$ cat src/rtl/tdc_pkg.sv
package tdc_pkg;

    localparam int unsigned WORD_W = 32;

    typedef enum logic [2:0] {
        REG_DRIFT_WORD  = 3'd0,
        REG_DRIFT_GUARD = 3'd1,
        REG_RUN_CTRL    = 3'd2,
        REG_LOAD_LO     = 3'd3,
        REG_LOAD_HI     = 3'd4,
        REG_TIME_LO     = 3'd5,
        REG_TIME_HI     = 3'd6
    } reg_addr_e;

    localparam logic [WORD_W-1:0] CMD_PAUSE  = 32'd2;
    localparam logic [WORD_W-1:0] CMD_RESUME = 32'd4;

endpackage

$ cat src/rtl/tdc_drift_engine.sv
module tdc_drift_engine #(
    parameter int unsigned PERIOD_W = 28,
    parameter int unsigned MAG_W    = 3
) (
    input  logic                clk,
    input  logic                rst_n,
    input  logic                run,
    input  logic                hold,
    input  logic [PERIOD_W-1:0] period,
    input  logic [MAG_W-1:0]    mag,
    input  logic                dir_add,
    output logic                corr_evt,
    output logic                corr_add,
    output logic [MAG_W-1:0]    corr_mag
);

    typedef struct packed {
        logic [PERIOD_W-1:0] qcnt;
    } eng_state_t;

    eng_state_t st_d, st_q;
    logic       period_off;
    logic       expire;

    always_comb begin
        st_d       = st_q;
        period_off = (period == '0);
        expire     = (st_q.qcnt == period - 1'b1);
        corr_evt   = run && !hold && !period_off && expire;
        if (hold) begin
            st_d.qcnt = '0;
        end else if (run) begin
            if (corr_evt || period_off) begin
                st_d.qcnt = '0;
            end else begin
                st_d.qcnt = st_q.qcnt + 1'b1;
            end
        end
        corr_add = dir_add;
        corr_mag = corr_evt ? mag : '0;
    end

    always_ff @(posedge clk) begin
        if (!rst_n) begin
            st_q <= '0;
        end else begin
            st_q <= st_d;
        end
    end

    AST_GUARD_CLEARS_COUNT: assert property (@(posedge clk) disable iff (!rst_n)
        hold |=> (st_q.qcnt == '0));

    AST_STOPPED_COUNT_FROZEN: assert property (@(posedge clk) disable iff (!rst_n)
        (!run && !hold) |=> $stable(st_q.qcnt));

    AST_COUNT_BELOW_PERIOD: assert property (@(posedge clk) disable iff (!rst_n)
        (period != '0) |-> (st_q.qcnt < period));

endmodule

$ cat src/rtl/tdc_time_core.sv
module tdc_time_core #(
    parameter int unsigned DATA_W  = 32,
    parameter int unsigned MAG_W   = 3,
    parameter int unsigned QUANTUM = 16
) (
    input  logic                  clk,
    input  logic                  rst_n,
    input  logic                  pause_cmd,
    input  logic                  resume_cmd,
    input  logic                  load_lo_we,
    input  logic                  load_hi_we,
    input  logic [DATA_W-1:0]     load_data,
    input  logic                  corr_evt,
    input  logic                  corr_add,
    input  logic [MAG_W-1:0]      corr_mag,
    output logic [2*DATA_W-1:0]   time_ns,
    output logic                  running
);

    localparam int unsigned TIME_W = 2 * DATA_W;

    typedef struct packed {
        logic [TIME_W-1:0] tod;
        logic              paused;
    } core_state_t;

    core_state_t       st_d, st_q;
    logic [TIME_W-1:0] step;

    always_comb begin
        st_d = st_q;
        step = TIME_W'(QUANTUM);
        if (corr_evt) begin
            if (corr_add) begin
                step = step + TIME_W'(corr_mag);
            end else begin
                step = step - TIME_W'(corr_mag);
            end
        end
        if (!st_q.paused) begin
            st_d.tod = st_q.tod + step;
        end else begin
            if (load_lo_we) begin
                st_d.tod[DATA_W-1:0] = load_data;
            end
            if (load_hi_we) begin
                st_d.tod[TIME_W-1:DATA_W] = load_data;
            end
        end
        if (pause_cmd) begin
            st_d.paused = 1'b1;
        end else if (resume_cmd) begin
            st_d.paused = 1'b0;
        end
    end

    always_ff @(posedge clk) begin
        if (!rst_n) begin
            st_q <= '0;
        end else begin
            st_q <= st_d;
        end
    end

    assign time_ns = st_q.tod;
    assign running = !st_q.paused;

    AST_PLAIN_QUANTUM_STEP: assert property (@(posedge clk) disable iff (!rst_n)
        (running && !corr_evt) |=> (time_ns == $past(time_ns) + TIME_W'(QUANTUM)));

    AST_ADD_CORRECTION: assert property (@(posedge clk) disable iff (!rst_n)
        (running && corr_evt && corr_add)
        |=> (time_ns == $past(time_ns) + TIME_W'(QUANTUM) + TIME_W'($past(corr_mag))));

    AST_PAUSED_FREEZE: assert property (@(posedge clk) disable iff (!rst_n)
        (!running && !load_lo_we && !load_hi_we) |=> $stable(time_ns));

    AST_PAUSE_TAKES_HOLD: assert property (@(posedge clk) disable iff (!rst_n)
        pause_cmd |=> !running);

endmodule

$ cat src/rtl/tdc_reg_block.sv
module tdc_reg_block
    import tdc_pkg::*;
#(
    parameter int unsigned DATA_W = 32
) (
    input  logic                clk,
    input  logic                rst_n,
    input  logic                wr_en,
    input  logic [2:0]          wr_addr,
    input  logic [DATA_W-1:0]   wr_data,
    input  logic                rd_en,
    input  logic [2:0]          rd_addr,
    input  logic [2*DATA_W-1:0] time_ns,
    input  logic                running,
    output logic [DATA_W-1:0]   drift_word,
    output logic                drift_hold,
    output logic                pause_cmd,
    output logic                resume_cmd,
    output logic                load_lo_we,
    output logic                load_hi_we,
    output logic [DATA_W-1:0]   rd_data
);

    typedef struct packed {
        logic [DATA_W-1:0] word;
        logic              guard;
        logic [DATA_W-1:0] snap;
        logic [DATA_W-1:0] rdata;
    } regs_state_t;

    regs_state_t st_d, st_q;
    logic        wr_word;

    always_comb begin
        st_d       = st_q;
        wr_word    = wr_en && (wr_addr == REG_DRIFT_WORD);
        pause_cmd  = wr_en && (wr_addr == REG_RUN_CTRL) && (wr_data == CMD_PAUSE);
        resume_cmd = wr_en && (wr_addr == REG_RUN_CTRL) && (wr_data == CMD_RESUME);
        load_lo_we = wr_en && (wr_addr == REG_LOAD_LO);
        load_hi_we = wr_en && (wr_addr == REG_LOAD_HI);
        if (wr_word && st_q.guard) begin
            st_d.word = wr_data;
        end
        if (wr_en && (wr_addr == REG_DRIFT_GUARD)) begin
            st_d.guard = wr_data[0];
        end
        if (rd_en) begin
            case (rd_addr)
                REG_DRIFT_WORD:  st_d.rdata = st_q.word;
                REG_DRIFT_GUARD: st_d.rdata = {{(DATA_W-1){1'b0}}, st_q.guard};
                REG_RUN_CTRL:    st_d.rdata = {{(DATA_W-1){1'b0}}, !running};
                REG_TIME_LO: begin
                    st_d.rdata = time_ns[DATA_W-1:0];
                    st_d.snap  = time_ns[2*DATA_W-1:DATA_W];
                end
                REG_TIME_HI:     st_d.rdata = st_q.snap;
                default:         st_d.rdata = '0;
            endcase
        end
    end

    always_ff @(posedge clk) begin
        if (!rst_n) begin
            st_q <= '0;
        end else begin
            st_q <= st_d;
        end
    end

    assign drift_word = st_q.word;
    assign drift_hold = st_q.guard;
    assign rd_data    = st_q.rdata;

    AST_WORD_LOCKED: assert property (@(posedge clk) disable iff (!rst_n)
        (wr_word && !drift_hold) |=> $stable(drift_word));

    AST_SNAP_KEPT: assert property (@(posedge clk) disable iff (!rst_n)
        !(rd_en && (rd_addr == REG_TIME_LO)) |=> $stable(st_q.snap));

    AST_ONE_RUN_CMD: assert property (@(posedge clk) disable iff (!rst_n)
        !(pause_cmd && resume_cmd));

endmodule

$ cat src/rtl/drift_tod_counter.sv
module drift_tod_counter #(
    parameter int unsigned DATA_W   = 32,
    parameter int unsigned PERIOD_W = 28,
    parameter int unsigned MAG_W    = 3,
    parameter int unsigned QUANTUM  = 16
) (
    input  logic              clk,
    input  logic              rst_n,
    input  logic              wr_en,
    input  logic [2:0]        wr_addr,
    input  logic [DATA_W-1:0] wr_data,
    input  logic              rd_en,
    input  logic [2:0]        rd_addr,
    output logic [DATA_W-1:0] rd_data
);

    localparam int unsigned TIME_W  = 2 * DATA_W;
    localparam int unsigned MAG_LSB = PERIOD_W;
    localparam int unsigned DIR_BIT = PERIOD_W + MAG_W;

    logic [DATA_W-1:0] drift_word;
    logic              drift_hold;
    logic              pause_cmd, resume_cmd;
    logic              load_lo_we, load_hi_we;
    logic [TIME_W-1:0] time_ns;
    logic              running;
    logic              corr_evt, corr_add;
    logic [MAG_W-1:0]  corr_mag;

    tdc_reg_block #(.DATA_W(DATA_W)) u_regs (
        .clk        (clk),
        .rst_n      (rst_n),
        .wr_en      (wr_en),
        .wr_addr    (wr_addr),
        .wr_data    (wr_data),
        .rd_en      (rd_en),
        .rd_addr    (rd_addr),
        .time_ns    (time_ns),
        .running    (running),
        .drift_word (drift_word),
        .drift_hold (drift_hold),
        .pause_cmd  (pause_cmd),
        .resume_cmd (resume_cmd),
        .load_lo_we (load_lo_we),
        .load_hi_we (load_hi_we),
        .rd_data    (rd_data)
    );

    tdc_drift_engine #(.PERIOD_W(PERIOD_W), .MAG_W(MAG_W)) u_drift (
        .clk      (clk),
        .rst_n    (rst_n),
        .run      (running),
        .hold     (drift_hold),
        .period   (drift_word[PERIOD_W-1:0]),
        .mag      (drift_word[MAG_LSB +: MAG_W]),
        .dir_add  (drift_word[DIR_BIT]),
        .corr_evt (corr_evt),
        .corr_add (corr_add),
        .corr_mag (corr_mag)
    );

    tdc_time_core #(.DATA_W(DATA_W), .MAG_W(MAG_W), .QUANTUM(QUANTUM)) u_core (
        .clk        (clk),
        .rst_n      (rst_n),
        .pause_cmd  (pause_cmd),
        .resume_cmd (resume_cmd),
        .load_lo_we (load_lo_we),
        .load_hi_we (load_hi_we),
        .load_data  (wr_data),
        .corr_evt   (corr_evt),
        .corr_add   (corr_add),
        .corr_mag   (corr_mag),
        .time_ns    (time_ns),
        .running    (running)
    );

    AST_NO_CORR_UNDER_GUARD: assert property (@(posedge clk) disable iff (!rst_n)
        drift_hold |-> !corr_evt);

    AST_NO_CORR_ZERO_PERIOD: assert property (@(posedge clk) disable iff (!rst_n)
        (drift_word[PERIOD_W-1:0] == '0) |-> !corr_evt);

endmodule

$ cat config.mk
export PLATFORM = sky130hd
export DESIGN_NAME = drift_tod_counter
export DESIGN_NICKNAME = d
export VERILOG_FILES = /design/src/rtl/tdc_pkg.sv /design/src/rtl/tdc_drift_engine.sv /design/src/rtl/tdc_time_core.sv /design/src/rtl/tdc_reg_block.sv /design/src/rtl/drift_tod_counter.sv
export SDC_FILE = /design/constraint.sdc
export NUM_CORES = 1
export LEC_CHECK = 0
export CORE_UTILIZATION = 31
export DETAILED_ROUTE_END_ITERATION = 6
export HOLD_SLACK_MARGIN = 0.05
export SYNTH_ARGS = -nofsm -noshare
export SYNTH_HDL_FRONTEND = slang
export SYNTH_SLANG_ARGS = --single-unit
$ cat constraint.sdc
create_clock -name clk -period 6.5 [get_ports clk]
set_clock_uncertainty 0.1 [all_clocks]
set_input_delay 1.95 -clock clk [delete_from_list [all_inputs] [get_ports clk]]
set_output_delay 1.95 -clock clk [all_outputs]
set_load 0.01 [all_outputs]
==> impl_summary.log <==
INFO  metric rsz0062_at_grt = no
INFO  metric timing.fmax = 0.1747 GHz
INFO  metric most_common_cell_type_on_the_critical_path = sky130_fd_sc_hd__ha_1
INFO  metric synth_edf_count = 0
INFO  metric initial_antenna_violation_count = 0
INFO  metric path_class = reg2reg
INFO  metric drt_drc_violations_left = 0
INFO  metric worst_hold_path_type = reg2reg
INFO  metric clock_sinks = 190
INFO  metric gr-usage-all-layers = 0.2055
INFO  metric detail_route.iter0.violations = 953
INFO  metric cts_resizes = 0
INFO  metric dp.final_hpwl = 26020 um
INFO  metric reg2reg_from = u_regs.drift_word[0]$_SDFFE_PN0P_
INFO  metric finalNetCount = 1446
INFO  metric ys_types = 66
INFO  metric power_density = 201.3 nW/um^2
INFO  metric synth_top_area_frac = 0.3534
INFO  metric num_antenna_cells = 0
INFO  metric hold_path_origin = u_regs.st_q[47]$_SDFFE_PN0P_
INFO  metric netlist_instances = 1407
INFO  metric timing.critical_path.max_delay_family = simple AND/OR/NAND/NOR gates
INFO  metric power_leakage = 3.946 nW
INFO  metric fillCellCount = 3587
INFO  metric num_cts_buffers = 17
INFO  metric global_route.overflow_total = 0
INFO  metric peakVddDrop = 202.2 uV
INFO  metric wire_per_inst = 19.64 um
INFO  metric cts_buffer_depth = 2
INFO  metric period_share = 0.8806
INFO  metric post_route_cells_drive_above_1_share = 0.05631
INFO  metric worstPathMaxFanout = 9
INFO  metric worst_pin_slew = 1.202 ns
INFO  metric critical_path.n_buffers_inverters = 2
INFO  metric cts.reportedPaths.clkPinSlew = 0.07 ns
INFO  metric route.antenna.remaining_nets = 0
INFO  metric totalWireLength = 36360 um
INFO  metric routed-via-count = 10340
INFO  metric max_stage_delay = 0.55 ns
INFO  metric first_global_vias = 9592
INFO  metric yosysWarnings = 0
INFO  metric setup.worst_path.end_class = register
INFO  metric critPathArrivalTime = 6.01 ns
INFO  metric io_buffer_count = 73
INFO  metric worst_skew_pair.late_latency = 0.46 ns
INFO  metric synth_area = 10760 sq um
INFO  metric maximum_number_of_pins_on_one_net_before_global_route_repair = 133
INFO  metric clock_tree_root_buffer_cell = sky130_fd_sc_hd__clkbuf_16
INFO  metric initial_core_util = 0.3178
INFO  metric setup.worst_path.start = u_regs.drift_word[0]$_SDFFE_PN0P_
INFO  metric synth-seq-area-share = 0.3534
INFO  metric timing.critical_path.depth = 22
INFO  metric grt_pass1_wl = 56410 um
INFO  metric synth.top_cells.by_area = sky130_fd_sc_hd__dfxtp_1 35%, sky130_fd_sc_hd__nand2_1 8.6%, sky130_fd_sc_hd__a21oi_1 7.2%, sky130_fd_sc_hd__xnor2_1 4.6%, sky130_fd_sc_hd__clkbuf_1 3.2%
INFO  metric floorplan.die.height = 188.3 um
INFO  metric required = 6.78 ns
INFO  metric path_cells = inv_1, ha_1, nor4b_1, nand3_1, xnor2_1, nor4_1, nand3_1, nor4_4, nand2_1, ha_1, ha_1, mux2i_1, nor2b_1, ha_1, a21o_1, a21oi_1, o21ba_2, nor4_1, buf_4, nand3_1, or3_1, a31oi_1
INFO  metric crit_slowest_cell = sky130_fd_sc_hd__nor4b_1
INFO  metric io_pins = 74
INFO  metric run_status = completed
INFO  metric final_cell_count_without_fillers = 1851
INFO  metric final_hold_viol_count = 0
INFO  metric postCtsHoldBufs = 0
INFO  metric mappedNetlistNets = 1463
INFO  metric fp.dieW = 188.3 um
INFO  metric synth_seq_cells = 190
INFO  metric dp_cells = 1819
INFO  metric async_reset_ff_frac = 0
INFO  metric firstDrtPassIters = 5
INFO  metric synth_ff_type = sky130_fd_sc_hd__dfxtp_1
INFO  metric cts_setup_buffers = 0
INFO  metric clock_tree_from_tritoncts = yes
INFO  metric crit_start_category = register
INFO  metric number_of_maximum_capacitance_violations = 0
INFO  metric post-route-min-period = 5.724 ns
INFO  metric finalSetupViolCount = 0
INFO  metric post_drt_via_cell_ratio = 5.588
INFO  metric worst_r2r_path_depth = 22
INFO  metric post_synth.cell_area_avg = 7.650 sq um
INFO  metric hold_depth = 2
INFO  metric die-area = 35470 sq um
INFO  metric fin_util = 0.3622
INFO  metric std_cell_rows = 67
INFO  metric routabilityCongestion = 0.8964
INFO  metric synth.largest_area_cell = sky130_fd_sc_hd__dfxtp_1
INFO  metric totalNegativeSetupSlack = 0 ns
INFO  metric timing_max_transition_violations_final = 0
INFO  metric layout-area-overhead-vs-synth = 13.95%
INFO  metric design.core.area = 33870 sq um
INFO  metric timing.max_slew.rel_slack = 0.1983
INFO  metric htree_levels = 4
## final cells by class
type / count / area, sq um / share of cell area
Multi-Input combinational cell: 1062 / 6260 / 0.5104
Sequential cell: 190 / 3805 / 0.3102
Timing Repair Buffer: 97 / 923.4 / 0.07528
Tap cell: 448 / 560.5 / 0.04570
Clock buffer: 19 / 452.9 / 0.03693
Clock inverter: 13 / 178.9 / 0.01459
Inverter: 22 / 85.08 / 0.006937
## power by group
group | switching (mW) | internal (mW)
clock network | 0.523 | 0.636
registers | 0.00357 | 1.16
logic | 0.0943 | 0.0465
total | 0.621 | 1.85
## sequential cells by signal (all words and copies together), names as in the netlist
name and flops:
u_core.st_q 1, u_core.time_ns 64, u_drift.st_q 28, u_regs.drift_hold 1, u_regs.drift_word 32, u_regs.rd_data 32, u_regs.st_q 32
## cell families after synthesis
| logic type | after synthesis | share of synthesized area |
|---|---|---|
| and+or+nand+nor | 608 | 0.2772 |
| AOI/OAI and AO/OA | 332 | 0.1960 |
| DFF | 190 | 0.3534 |
| buffers and inverters | 155 | 0.06567 |
| xor gates and xnor gates | 88 | 0.07160 |
| muxes | 20 | 0.01918 |
| adders and majority gates | 14 | 0.01697 |
## cells in the mapped netlist, drive strengths merged (31+ instances only)
| cell type | instances |
|---|---|
| a21oi | 154 |
| buf | 42 |
| nor3 | 52 |
| clkbuf | 91 |
| nand3 | 60 |
| nand2 | 246 |
| nor4 | 32 |
| xnor2 | 57 |
| a22oi | 33 |
| nor2 | 88 |
| dfxtp | 190 |
| xor2 | 31 |
## placed cells by master (no fill, tap or decap), types with 21 or more instances in the layout
cell type,n
sky130_fd_sc_hd__nor3_1,51
sky130_fd_sc_hd__buf_4,23
sky130_fd_sc_hd__nand2_1,246
sky130_fd_sc_hd__a21oi_1,154
sky130_fd_sc_hd__o21ai_0,21
sky130_fd_sc_hd__nor4_1,29
sky130_fd_sc_hd__nor2_1,88
sky130_fd_sc_hd__xor2_1,31
sky130_fd_sc_hd__dfxtp_1,189
sky130_fd_sc_hd__inv_1,21
sky130_fd_sc_hd__nand3_1,60
sky130_fd_sc_hd__clkdlybuf4s50_1,73
sky130_fd_sc_hd__a22oi_1,33
sky130_fd_sc_hd__xnor2_1,57
sky130_fd_sc_hd__nand4_1,28
## worst reg2reg max path, delay by kind of cell (launching register included)
family,cells,cell delay (ns)
mux,1,0.15
fa+ha+maj,4,1.05
xor+xnor,1,0.18
flops,1,0.40
simple gates,10,2.81
buf+inv,2,0.32
compound gates,4,0.63
## layer usage
metal,GRT usage,part of all wire,up-vias
met5,0,0,-
met4,0.07382,0.025,0
met3,0.03315,0.076,54
met2,0.3171,0.45,396
met1,0.2876,0.45,4930
li1,-,-,4963
## per-stage QoR
| stage | hold WS [ns] | area, sq um | power, mW | setup slack [ns] |
|---|---|---|---|---|
| 2_1_floorplan | 0.3360 | 10760 | 1.258 | 1.099 |
| 3_3_place_gp | 0.3434 | 11630 | 1.334 | 0.9675 |
| 3_5_place_dp | 0.3490 | 11630 | 1.334 | 0.8899 |
| 4_1_cts | 0.3589 | 12270 | 2.481 | 0.8569 |
| 5_1_grt | 0.3845 | 12270 | 2.538 | 0.2439 |
| 6_report | 0.3580 | 12270 | 2.469 | 0.7760 |
## path summary, 6_finish.rpt
check | end | slack [ns]
worst max-delay path | u_core.time_ns[54]$_SDFFE_PN0P_ | 0.78
worst min-delay path | u_regs.st_q[47]$_SDFFE_PN0P_ | 0.36
worst max register to register | u_core.time_ns[54]$_SDFFE_PN0P_ | 0.78
worst min register to register | u_regs.st_q[47]$_SDFFE_PN0P_ | 0.36
No activity file was read; power rests on OpenSTA's default activity.
